## src/rtl/pkc_pkg.sv

```systemverilog
package pkc_pkg;
  typedef enum logic [1:0] {
    ACC_LOAD  = 2'd0,
    ACC_STORE = 2'd1,
    ACC_FETCH = 2'd2
  } acc_e;

  typedef enum logic [2:0] {
    FK_NONE,
    FK_ABSENT,
    FK_RSVD,
    FK_PROT,
    FK_KEY
  } fault_e;

  localparam int PRM_BITS = 3;
  localparam int PRM_R    = 0;
  localparam int PRM_W    = 1;
  localparam int PRM_X    = 2;

  localparam int EC_BITS = 6;
  localparam int EC_P    = 0;
  localparam int EC_W    = 1;
  localparam int EC_U    = 2;
  localparam int EC_RSVD = 3;
  localparam int EC_ID   = 4;
  localparam int EC_PK   = 5;
endpackage

```

## src/rtl/pkc_base_perm.sv

```systemverilog
module pkc_base_perm
  import pkc_pkg::*;
(
  input  logic                user_i,
  input  logic                pg_user_i,
  input  logic                pg_write_i,
  input  logic                pg_nx_i,
  input  logic                wp_i,
  input  logic                smap_i,
  input  logic                smep_i,
  output logic [PRM_BITS-1:0] perm_o
);
  logic rd_ok;

  always_comb begin
    rd_ok          = !(smap_i && !user_i && pg_user_i);
    perm_o         = '0;
    perm_o[PRM_R]  = rd_ok;
    perm_o[PRM_W]  = rd_ok && (pg_write_i || (!user_i && !wp_i));
    perm_o[PRM_X]  = !pg_nx_i && (user_i || !(smep_i && pg_user_i));
  end
endmodule

```

## src/rtl/pkc_key_gate.sv

```systemverilog
module pkc_key_gate
  import pkc_pkg::*;
#(
  parameter int KEY_W = 4,
  localparam int RIGHTS_W = 2 * (1 << KEY_W)
) (
  input  logic                user_i,
  input  logic                pg_user_i,
  input  logic [KEY_W-1:0]    key_i,
  input  logic                wp_i,
  input  logic                ukey_en_i,
  input  logic                skey_en_i,
  input  logic [RIGHTS_W-1:0] ukey_rights_i,
  input  logic [RIGHTS_W-1:0] skey_rights_i,
  output logic [PRM_BITS-1:0] key_perm_o
);
  logic [RIGHTS_W-1:0] rights;
  logic [1:0]          pair;

  always_comb begin
    if (pg_user_i) rights = ukey_en_i ? ukey_rights_i : '0;
    else           rights = skey_en_i ? skey_rights_i : '0;
    pair       = rights[{key_i, 1'b0} +: 2];
    key_perm_o = '1;
    if (rights != '0) begin
      if (pair[0]) begin
        key_perm_o[PRM_R] = 1'b0;
        key_perm_o[PRM_W] = 1'b0;
      end else if (pair[1] && (user_i || wp_i)) begin
        key_perm_o[PRM_W] = 1'b0;
      end
    end
  end
endmodule

```

## src/rtl/pkc_err_build.sv

```systemverilog
module pkc_err_build
  import pkc_pkg::*;
(
  input  fault_e             kind_i,
  input  logic               user_i,
  input  logic [1:0]         acc_i,
  input  logic               nxe_i,
  input  logic               smep_i,
  output logic [EC_BITS-1:0] err_o
);
  always_comb begin
    err_o = '0;
    if (kind_i != FK_NONE) begin
      err_o[EC_P]    = (kind_i == FK_PROT) || (kind_i == FK_KEY);
      err_o[EC_PK]   = (kind_i == FK_KEY);
      err_o[EC_RSVD] = (kind_i == FK_RSVD);
      err_o[EC_U]    = user_i;
      err_o[EC_W]    = (acc_i == ACC_STORE);
      err_o[EC_ID]   = (acc_i == ACC_FETCH) && (nxe_i || smep_i);
    end
  end
endmodule

```

## src/rtl/pkey_perm_check.sv

```systemverilog
module pkey_perm_check
  import pkc_pkg::*;
#(
  parameter int KEY_W = 4,
  localparam int RIGHTS_W = 2 * (1 << KEY_W)
) (
  input  logic                clk_i,
  input  logic                rst_ni,
  input  logic                valid_i,
  input  logic                user_mode_i,
  input  logic [1:0]          acc_type_i,
  input  logic                leaf_present_i,
  input  logic                leaf_rsvd_i,
  input  logic                leaf_user_i,
  input  logic                leaf_write_i,
  input  logic                leaf_nx_i,
  input  logic [KEY_W-1:0]    leaf_key_i,
  input  logic                wp_i,
  input  logic                smap_i,
  input  logic                smep_i,
  input  logic                nxe_i,
  input  logic                ukey_en_i,
  input  logic                skey_en_i,
  input  logic [RIGHTS_W-1:0] ukey_rights_i,
  input  logic [RIGHTS_W-1:0] skey_rights_i,
  output logic                valid_o,
  output logic [PRM_BITS-1:0] perm_o,
  output logic                fault_o,
  output logic [EC_BITS-1:0]  err_code_o
);
  logic [PRM_BITS-1:0] base_perm, key_perm, req_mask, perm_n;
  logic [EC_BITS-1:0]  err_n;
  fault_e              kind;

  pkc_base_perm u_base (
    .user_i     (user_mode_i),
    .pg_user_i  (leaf_user_i),
    .pg_write_i (leaf_write_i),
    .pg_nx_i    (leaf_nx_i),
    .wp_i       (wp_i),
    .smap_i     (smap_i),
    .smep_i     (smep_i),
    .perm_o     (base_perm)
  );

  pkc_key_gate #(.KEY_W(KEY_W)) u_key (
    .user_i        (user_mode_i),
    .pg_user_i     (leaf_user_i),
    .key_i         (leaf_key_i),
    .wp_i          (wp_i),
    .ukey_en_i     (ukey_en_i),
    .skey_en_i     (skey_en_i),
    .ukey_rights_i (ukey_rights_i),
    .skey_rights_i (skey_rights_i),
    .key_perm_o    (key_perm)
  );

  // priority: absent, reserved, user-on-supervisor, key, base
  always_comb begin
    req_mask = PRM_BITS'(3'b001 << acc_type_i);
    perm_n   = '0;
    kind     = FK_NONE;
    if (!leaf_present_i)                                kind = FK_ABSENT;
    else if (leaf_rsvd_i)                               kind = FK_RSVD;
    else if (user_mode_i && !leaf_user_i)               kind = FK_PROT;
    else if ((key_perm & req_mask) == '0)               kind = FK_KEY;
    else if ((base_perm & key_perm & req_mask) == '0)   kind = FK_PROT;
    else                                                perm_n = base_perm & key_perm;
  end

  pkc_err_build u_err (
    .kind_i (kind),
    .user_i (user_mode_i),
    .acc_i  (acc_type_i),
    .nxe_i  (nxe_i),
    .smep_i (smep_i),
    .err_o  (err_n)
  );

  always_ff @(posedge clk_i or negedge rst_ni) begin
    if (!rst_ni) begin
      valid_o    <= 1'b0;
      perm_o     <= '0;
      fault_o    <= 1'b0;
      err_code_o <= '0;
    end else begin
      valid_o <= valid_i;
      if (valid_i) begin
        perm_o     <= perm_n;
        fault_o    <= (kind != FK_NONE);
        err_code_o <= err_n;
      end
    end
  end

  p_hold_idle_r1: assert property (@(posedge clk_i) disable iff (!rst_ni)
    !valid_i |=> ($stable(perm_o) && $stable(err_code_o) && $stable(fault_o)));

  p_absent_no_p_r2: assert property (@(posedge clk_i) disable iff (!rst_ni)
    (valid_i && !leaf_present_i) |=> (fault_o && !err_code_o[EC_P]));

  p_write_needs_read_r5: assert property (@(posedge clk_i) disable iff (!rst_ni)
    (valid_o && !fault_o && perm_o[PRM_W]) |-> perm_o[PRM_R]);

  p_key_not_fetch_r9: assert property (@(posedge clk_i) disable iff (!rst_ni)
    (valid_i && acc_type_i == ACC_FETCH) |=> !err_code_o[EC_PK]);

  p_key_sets_p_r9: assert property (@(posedge clk_i) disable iff (!rst_ni)
    (valid_o && err_code_o[EC_PK]) |-> err_code_o[EC_P]);

  p_grant_covers_req_r11: assert property (@(posedge clk_i) disable iff (!rst_ni)
    (valid_i && acc_type_i != 2'd3) |=>
      (fault_o || (perm_o[$past(acc_type_i)] && err_code_o == '0)));

  p_fault_no_perm_r11: assert property (@(posedge clk_i) disable iff (!rst_ni)
    (valid_o && fault_o) |-> (perm_o == '0 && err_code_o != '0 || perm_o == '0));
endmodule

```

## config.mk

```make
export PLATFORM = sky130hd
export DESIGN_NAME = pkey_perm_check
export DESIGN_NICKNAME = d
export VERILOG_FILES = /design/src/rtl/pkc_pkg.sv /design/src/rtl/pkc_base_perm.sv /design/src/rtl/pkc_key_gate.sv /design/src/rtl/pkc_err_build.sv /design/src/rtl/pkey_perm_check.sv
export SDC_FILE = /design/constraint.sdc
export NUM_CORES = 1
export LEC_CHECK = 0
export ABC_AREA = 1
export CAP_MARGIN = 25
export CORE_MARGIN = 2
export CORE_UTILIZATION = 33
export CTS_CLUSTER_SIZE = 10
export DETAILED_ROUTE_END_ITERATION = 10
export PLACE_DENSITY_LB_ADDON = 0.25
export SLEW_MARGIN = 20
export SYNTH_ARGS = -nofsm -noshare
export SYNTH_HDL_FRONTEND = slang
export SYNTH_SLANG_ARGS = --single-unit
```

## constraint.sdc

```tcl
create_clock -name clk_i -period 0.8 [get_ports clk_i]
set_clock_uncertainty 0.05 [all_clocks]
set_input_delay 0.16 -clock clk_i [delete_from_list [all_inputs] [get_ports clk_i]]
set_output_delay 0.16 -clock clk_i [all_outputs]
set_load 0.005 [all_outputs]
```

* After elaboration in Yosys (flattened, before gate mapping)
Index checks and enable logic that the tools add are counted.
** Operators by class
- Equality and inequality tests :: 5
- Reductions and logical operators :: 24
- Shift-type cells :: 2
- Mux-type cells :: 18
- Bitwise logic cells :: 3
** Operators with widths (number)
- two-way mux 32 bit :: 3
- nonzero test 32 bit :: 1
- indexed part select 32 x 6 -> 2 bit :: 1
- two-way mux 3 bit :: 9
- bitwise AND 3 bit :: 3
- logical AND 1 bit :: 9
- == test 3 x 2 -> 1 bit, second input constant :: 2
- zero test 1 bit :: 6
- zero test 3 bit :: 2
- two-way mux 6 bit :: 1
- logical OR 1 bit :: 5
- two-way mux 2 bit :: 2
- == test 3 bit, second input constant :: 1
- two-way mux 1 bit :: 3
- nonzero test 3 bit :: 1
- << shifter 1 x 2 -> 3 bit, first input constant :: 1
- == test 2 x 1 -> 1 bit, second input constant :: 1
- == test 2 bit, second input constant :: 1
** Word-level totals
- Register bits after elaboration :: 11
- Output and inout port bits :: 11
- Word-level logic and storage cells :: 56

* Depth between registers and ports, before layout
Gate-level depths: netlist (run 1).
- Depth in word-level cells :: 18
- Gate-level depth with buffers :: 16
- Gate-level depth less buffers :: 14

* Hierarchy
Synthesis (run 1) repeated with hierarchy kept, for this count alone.
** Second synthesis, totals
- Cells, all modules :: 289
- Area total of the unflattened synthesis :: 1667.8 µm²
** Modules (own cells, without submodules)
- pkc_key_gate :: area an instance 957.2 µm², sequential area each 0.0 µm², cells an instance 189, instances 1
- pkey_perm_check :: area an instance 559.3 µm², sequential area each 275.3 µm², cells an instance 70, instances 1
- pkc_err_build :: area an instance 101.3 µm², sequential area each 0.0 µm², cells an instance 20, instances 1
- pkc_base_perm :: area an instance 50.0 µm², sequential area each 0.0 µm², cells an instance 10, instances 1

* Least setup slack after synthesis (run 1)
OpenSTA, ideal clock, no wires.
- Path type :: input-to-reg
- Start :: input leaf_user_i
- End :: register err_code_o[2]
- Library setup time :: 0.117 ns
- Stages :: 14
- Arrival time :: 1.299 ns
- Buffers on the path :: 2
- Slack :: -0.666 ns
- Required time :: 0.633 ns
- Cell sequence :: buf_6 > inv_6 > buf_6 > nand2_1 > nand3_1 > nand3_1 > nand3_1 > nand3_1 > nand2_2 > nand4_1 > nand2_2 > nand3_2 > nand3_1 > nand2_1
** On the way
- Longest elaborated chain between the ends :: 16
- Elaborated cells on any way between the ends :: 29
** Ends and longest elaborated chain
- from (decl) :: line pkey_perm_check.sv:14 : input logic leaf_user_i,
- two-way mux 32 bit :: line pkc_key_gate.sv:21 : if (pg_user_i) rights = ukey_en_i ? ukey_rights_i : '0;
- indexed part select 32 x 6 -> 2 bit :: line pkc_key_gate.sv:23 : pair = rights[{key_i, 1'b0} +: 2];
- logical AND 1 bit :: line pkc_key_gate.sv:29 : end else if (pair[1] && (user_i || wp_i)) begin
- two-way mux 1 bit :: line pkc_key_gate.sv:29
- two-way mux 1 bit :: line pkc_key_gate.sv:26 : if (pair[0]) begin
- two-way mux 2 bit :: line pkc_key_gate.sv:25 : if (rights != '0) begin
- bitwise AND 3 bit (2 in a row) :: line pkey_perm_check.sv:67 : else if ((base_perm & key_perm & req_mask) == '0) kind = FK_PROT;
- zero test 3 bit :: line pkey_perm_check.sv:67
- two-way mux 2 bit :: line pkey_perm_check.sv:67
- two-way mux 3 bit :: line pkey_perm_check.sv:66 : else if ((key_perm & req_mask) == '0) kind = FK_KEY;
- two-way mux 3 bit (*) :: line pkey_perm_check.sv:65 : else if (user_mode_i && !leaf_user_i) kind = FK_PROT;
- two-way mux 3 bit (*) :: line pkey_perm_check.sv:64 : else if (leaf_rsvd_i) kind = FK_RSVD;
- two-way mux 3 bit (*) :: line pkey_perm_check.sv:63 : if (!leaf_present_i) kind = FK_ABSENT;
- nonzero test 3 bit (*) :: line pkc_err_build.sv:13 : if (kind_i != FK_NONE) begin
- two-way mux 6 bit (*) :: line pkc_err_build.sv:13
- to (signal assigned) :: line pkey_perm_check.sv:91 : err_code_o <= err_n;
- to (decl) :: line pkey_perm_check.sv:29 : output logic [EC_BITS-1:0] err_code_o
Mark *: on every way between the ends. The rest lies on a longest branch, timed or not.
A chain may end at the register's enable or synchronous reset.

* Final worst setup path (run 1)
- Start :: input leaf_user_i
- End :: register perm_o[2]
** On the way
- Longest elaborated chain between the ends :: 14
- Elaborated cells on any way between the ends :: 27
** Ends and longest elaborated chain
- two-way mux 32 bit :: line pkc_key_gate.sv:21
- indexed part select 32 x 6 -> 2 bit :: line pkc_key_gate.sv:23
- logical AND 1 bit :: line pkc_key_gate.sv:29
- two-way mux 1 bit :: line pkc_key_gate.sv:29
- two-way mux 1 bit :: line pkc_key_gate.sv:26
- two-way mux 2 bit :: line pkc_key_gate.sv:25
- bitwise AND 3 bit :: line pkey_perm_check.sv:67, pkey_perm_check.sv:68
- bitwise AND 3 bit :: line pkey_perm_check.sv:67
- zero test 3 bit :: line pkey_perm_check.sv:67
- two-way mux 3 bit :: line pkey_perm_check.sv:67
- two-way mux 3 bit :: line pkey_perm_check.sv:66
- two-way mux 3 bit (*) :: line pkey_perm_check.sv:65
- two-way mux 3 bit (*) :: line pkey_perm_check.sv:64
- two-way mux 3 bit (*) :: line pkey_perm_check.sv:63
- to (signal assigned) :: line pkey_perm_check.sv:89 : perm_o <= perm_n;
- to (decl) :: line pkey_perm_check.sv:27 : output logic [PRM_BITS-1:0] perm_o,
Marked as above.

==> run summary, run 1 <==
Synth warnings -> 0
Non-Filler Cell Area, Final -> 3300 µm²
# DRC -> 0
Arrival time worst endpoint -> 1720 ps
Post-DR vias/cell -> 5.73
Routed wire length -> 7.86 mm
Final ANT Viol Nets -> 0
Crit end category -> register
Area grow syn2layout -> 122%
Routed metal-1 wirelength -> 2.77 mm
Clock buffer depth -> 2
First-pass GRT wire length -> 10.3 mm
Drt first pass iters -> 5
Fraction of the cycle the final worst path needs -> 200%
Mapped Avg Cell Area -> 5.29 µm²
RSZ-0062 raised after global routing -> yes
Slowest CP cell -> nand4_1
Worst-path fanout max -> 8
Hold buffer count at CTS -> 0
Final Wtd Congestion -> 0.851
Reg clk slew, reported paths -> 50 ps
Starting Density -> 34.3%
Most frequent cell after synthesis -> nand2_1
NumNets Final -> 496
Post-synth EDFFs -> 0
Layout cells sized above 1 -> 37.1%
GRT overflow -> 0
Syn_nets -> 367
Final Hold Violating Endpoints -> 0
Num rows -> 24
Mapped Cells -> 282
FF-to-FF path depth -> 4
Pin count of the biggest net entering global routing -> 18
Final cell count without fillers -> 462
Crit path buf inv count -> 4
Wire length on met2 -> 3.86 mm
Top cell type's share of synthesized area -> 37.8%
Top layer in use -> met4
Placed Area -> 2630 µm²
N_diodes -> 0
Antenna violations before repair -> 0
Top cells by count, synth -> nand2_1 (150), nand3_1 (71), dfrtp_1 (11), inv_1 (9), nor2_1 (7)
Ys async rst share -> 100%
Pleak -> 1.73 nW
Top cell by count, worst path -> nand3_2
Placed insts -> 439
Hold Path Class -> in -> async
P per Cell Area -> 839 nW/µm²
DR vias -> 2649
Fmax -> 626 MHz
Number of global-route vias before repair -> 2299
DIE WIDTH -> 71.2 µm
Dominant cell type by area after synthesis -> nand2_1
Status -> finished with violations
Core ar. -> 4350 µm²
Sequential share of the synthesized area -> 18.5%
Worst-Skew Late Latency -> 240 ps
Slew Viols, Final -> 0
DIE AREA -> 5070 µm²
Crit-path max cell delay -> 200 ps
Synth top area cells -> nand2_1 (38%), nand3_1 (24%), dfrtp_1 (18%)
Total CTS buffers -> 3
CP delay by family, top -> simple AND/OR/NAND/NOR gates
Setup CP Type -> in -> reg
Violated checks -> negative setup slack
Crit path launch type -> input port
Fin worst setup slack -> -798 ps
CTS tree -> yes
FF-to-FF Start -> perm_o[1]
Post-DP HPWL -> 3.96 mm
Library cells used by synthesis -> 20
Root buffer cell -> clkbuf_8
Worst path cell trace -> buf_12 > buf_16 > inv_12 > nand2_2 > nand3_1 > nand3_2 > nand3_2 > nand3_2 > nand3_2 > nand4_1 > nand2_4 > buf_4 > nand3_2 > nand2_1
Met3 WL -> 869 µm
DRT iter0 DRCs -> 355
Gr usage total -> 25.0%
Synthesis-stage register bit count -> 11
R2R setup slack -> -130 ps
Post-DR wirelength/cell -> 17.0 µm
Endpoints failing setup -> 20
Worst-Margin Slew -> 270 ps
# clock sinks -> 11
Port buffer count -> 95
RR Endpoint -> perm_o[1]
Fin crit period -> 1600 ps
Io pins -> 96
Post-Synthesis Cell Area -> 1490 µm²
Die outline height -> 71.2 µm
Slew headroom -> 82.0%
Max-Cap Viols -> 0
H-tree Lvls -> 1
VDD IR-drop max -> 0.578 mV
Synth Flop Type -> dfrtp_1
Critical Path RT -> 920 ps
## final cells by class
type	instances	area, µm²
multi-input cells	241	1410
repair buffers	138	1380
fillers	305	1050
flip-flops and latches	11	275
inverters	13	70.1
well taps	52	65.1
repair inverters	3	62.6
clock buffers	4	45.0
## power breakdown
group	switching (mW)	internal, mW	leakage, nW
Sequential	0.0173	0.590	0.143
Combinational	0.801	0.798	1.57
Clock	0.214	0.350	0.0228
Total	1.03	1.74	1.73
## worst reg2reg max path, delay by kind of cell, from the launching register on
family / cells / cell delay [ps]
AOI/OAI and AO/OA: 1 / 60
and+or+nand+nor: 1 / 70
buffers and inverters: 2 / 250
DFF: 1 / 380
## layout by cell type (no fill, tap or decap), drive strengths merged
| master | instances |
|---|---|
| nand2 | 152 |
| nand3 | 72 |
| dlygate4sd2 | 67 |
| buf | 58 |
| inv | 13 |
| clkdlybuf4s50 | 12 |
| dfrtp | 11 |
| nor2 | 7 |
| o21ai | 5 |
| clkbuf | 4 |
| clkinv | 3 |
| a31oi | 1 |
| o21a | 1 |
| nand4 | 1 |
| a21oi | 1 |
| o211a | 1 |
| dlymetal6s2s | 1 |
## metrics by stage
step                hold slack, ps  power (mW)  setup WS, ps  TNS (ps)  util (%)
floorplan                     -186        1.14          -650     -5430         -
global placement               424        1.80         -1300    -14520      60.3
detailed placement             422        1.81         -1350    -15010      60.3
CTS                            196        2.50          -636     -6810      67.9
global route                   202        2.92          -858     -9140      75.9
finish                         195        2.77          -798     -8430      75.9
## how the worst max path moves through the flow
stage,end,depth (start not counted),slack [ps],startpoint
detailed placement,err_code_o[2],16,-1350,leaf_user_i
global route,fault_o,14,-860,leaf_user_i
global placement,err_code_o[2],14,-1300,leaf_user_i
floorplan,err_code_o[2],14,-650,leaf_user_i
finish,perm_o[2],14,-800,leaf_user_i
CTS,err_code_o[1],14,-640,leaf_user_i
## cells by family after synthesis
group                  Yosys count  share of synthesized area [%]
flip-flops                      11                           18.5
AO/OA/AOI/OAI                    9                           3.61
buffers and inverters           30                           12.7
AND/OR/NAND/NOR                232                           65.3
## per-layer routing
layer	up-vias	track usage, %
li1	1167	-
met1	1220	33.5
met2	215	41.7
met3	47	3.94
met4	0	7.13
met5	-	0
## sequential cells by signal (all words and copies together), names as in the netlist
register and cells:
perm_o 3, err_code_o 6, fault_o 1, valid_o 1
## timing repair
item	CTS	global route
setup buffers	7	3
cloned	9	1
pin swaps	130	53
setup endpoints to repair	21	21
resized for setup	178	76
(Power assumes the default switching activity.)
==> run 2, diff against run 1 <==
- CORE_UTILIZATION: 33 -> 35
- SYNTH_HIERARCHICAL: unset -> 1
==> run summary, run 2 <==
Synth Flop Type -> dfrtp_1
Post-synth EDFFs -> 0
Number of global-route vias before repair -> 2265
Placed Area -> 2800 µm²
Antenna violations before repair -> 0
Final ANT Viol Nets -> 0
Ys async rst share -> 100%
Pin count of the biggest net entering global routing -> 28
Critical Path RT -> 880 ps
Layout cells sized above 1 -> 27.8%
Setup CP Type -> in -> reg
Fin crit period -> 2010 ps
DRT iter0 DRCs -> 233
Placed insts -> 449
Most frequent cell after synthesis -> nand2_1
Post-Place Setup Slack -> -1820 ps
VDD IR-drop max -> 1.26 mV
Synth top area cells -> nand3_1 (25%), nand2_1 (24%), dfrtp_1 (17%)
Crit path launch type -> input port
Multi-input gate area -> 1200 µm²
Post-DR wirelength/cell -> 14.1 µm
Num rows -> 25
FF/Latch Area -> 275 µm²
Final Hold Violating Endpoints -> 0
Fin worst setup slack -> -1210 ps
Crit end category -> register
Arrival time worst endpoint -> 2090 ps
H-tree Lvls -> 1
Fraction of the cycle the final worst path needs -> 251%
Mapped Avg Cell Area -> 5.77 µm²
Routed wire length -> 6.60 mm
Final Wtd Congestion -> 0.840
P per Cell Area -> 860 nW/µm²
DIE AREA -> 5330 µm²
Io pins -> 96
Endpoints failing setup -> 21
Reg clk slew, reported paths -> 50 ps
Post-DP HPWL -> 4.36 mm
Worst-Skew Late Latency -> 240 ps
Pleak -> 1.66 nW
Starting Density -> 35.8%
Die outline height -> 73.0 µm
Largest Register -> err_code_o
Mapped Cells -> 289
Total Power -> 2.63 mW
Post-Synthesis Cell Area -> 1670 µm²
Largest registers -> err_code_o (6), perm_o (3)
Total negative slack -> -12170 ps
Gr usage total -> 23.2%
Top cell type's share of synthesized area -> 24.9%
RSZ-0062 raised after global routing -> yes
Status -> finished with violations
Synthesis-stage register bit count -> 11
Flip-flop count of the largest register after layout -> 6
Final cell count without fillers -> 469
Root buffer cell -> clkbuf_8
DR vias -> 2411
Slew Viols, Final -> 0
First-pass GRT wire length -> 9.98 mm
Final core utilization -> 65.7%
Hold Path Class -> in -> async
Non-Filler Cell Area, Final -> 3060 µm²
Sequential share of the synthesized area -> 16.5%
# DRC -> 0
Worst hold slack -> 189 ps
Dominant cell type by area after synthesis -> nand3_1
Library cells used by synthesis -> 26
Commonest cells after routing, fill and taps aside -> nand2_1 (105), nand3_1 (74), dlygate4sd2_1 (60), buf_4 (28), nand3_2 (17)
NumNets Final -> 500
DIE WIDTH -> 73.0 µm
Syn_nets -> 374
Drt first pass iters -> 5
Core ar. -> 4660 µm²
FILL cells -> 416
# clock sinks -> 11
Fmax -> 498 MHz
Most common cell after layout, fill and taps aside -> nand2_1
Port buffer count -> 95
GRT overflow -> 0
Max-Cap Viols -> 0
Total CTS buffers -> 3
Worst-path fanout max -> 16
Violated checks -> negative setup slack
Hold buffer count at CTS -> 0
CTS tree -> yes
Synth warnings -> 6
Area grow syn2layout -> 83.6%
Top cells by count, synth -> nand2_1 (108), nand3_1 (83), inv_1 (15), dfrtp_1 (11)
Clock buffer depth -> 2
Post-DR vias/cell -> 5.14
## run 2: changes by cell type in the layout (fill, tap and decap cells not counted), sizes merged, moves of 2 or more
cell | previous run | this run
clkbuf | 4 | 6
o21ai | 5 | 3
clkinv | 3 | 1
nand3 | 72 | 91
nand4 | 1 | 4
dlymetal6s2s | 1 | 6
buf | 58 | 56
clkdlybuf4s50 | 12 | 14
inv | 13 | 24
nand2 | 152 | 114
nor2 | 7 | 16
dlygate4sd2 | 67 | 60
## run 2: cell type report
type | instances | area share, %
multi-input combinational | 234 | 39.2
timing repair buffer | 139 | 43.7
clock buffer | 4 | 1.47
tap | 54 | 2.21
timing repair inverter | 1 | 0.245
sequential | 11 | 8.99
inverter | 25 | 4.09
antenna | 1 | 0.0817
## run 2: repair_timing
action                                  CTS  global route
pin swaps                                89            34
resized for setup                       141            30
gates cloned                              4             1
endpoints found under the setup margin   21            21
buffers inserted                          8             4
## run 2: cells by family (layout without fill, tap and decap cells)
| logic type | count (synthesis) | in the layout | share of synthesized area (%) |
|---|---|---|---|
| flops | 11 | 11 | 16.5 |
| simple gates | 229 | 229 | 65.5 |
| other cells | 1 | 2 | 0.225 |
| compound gates | 4 | 4 | 1.65 |
| buf+inv | 44 | 169 | 16.1 |
## run 2: final timing paths
kind	cells past startpoint	end	slack, ps	from
hold reg to reg	2	err_code_o[3]	420	err_code_o[3]
hold / removal	2	valid_o	190	rst_ni
max in group asynchronous	2	perm_o[2]	400	rst_ni
setup reg to reg	3	fault_o	0	fault_o
min in group clk_i	2	err_code_o[3]	420	err_code_o[3]
setup / recovery	19	err_code_o[0]	-1210	leaf_user_i
## run 2: power breakdown
part / leakage, nW / switching (mW) / internal, mW / total [mW]
combinational: 1.50 / 0.690 / 0.774 / 1.46
clock: 0.0228 / 0.215 / 0.350 / 0.565
sequential: 0.142 / 0.0139 / 0.589 / 0.603
## run 2: layer usage
layer / wire [µm] / track usage [%] / part of all wire (%)
met5: 0 / 0 / 0
met4: 150 / 7.82 / 2.3
met3: 542 / 4.01 / 8.2
met2: 3340 / 41.4 / 51
met1: 2570 / 27.9 / 39
## run 2: worst max-delay path: stages
cell     delay (ps)
buf_12          110
buf_4           140
buf_16          150
nand2_1         100
nand3_1         110
nand3_1         100
nand3_2          80
nand3_2          80
nand2_2          70
buf_4           130
nand2_1          70
nand4_2         150
nor2_1          180
buf_4           170
inv_2            50
nand3_1          80
o21ai_1          70
nand2_1          50
nand2_1          50
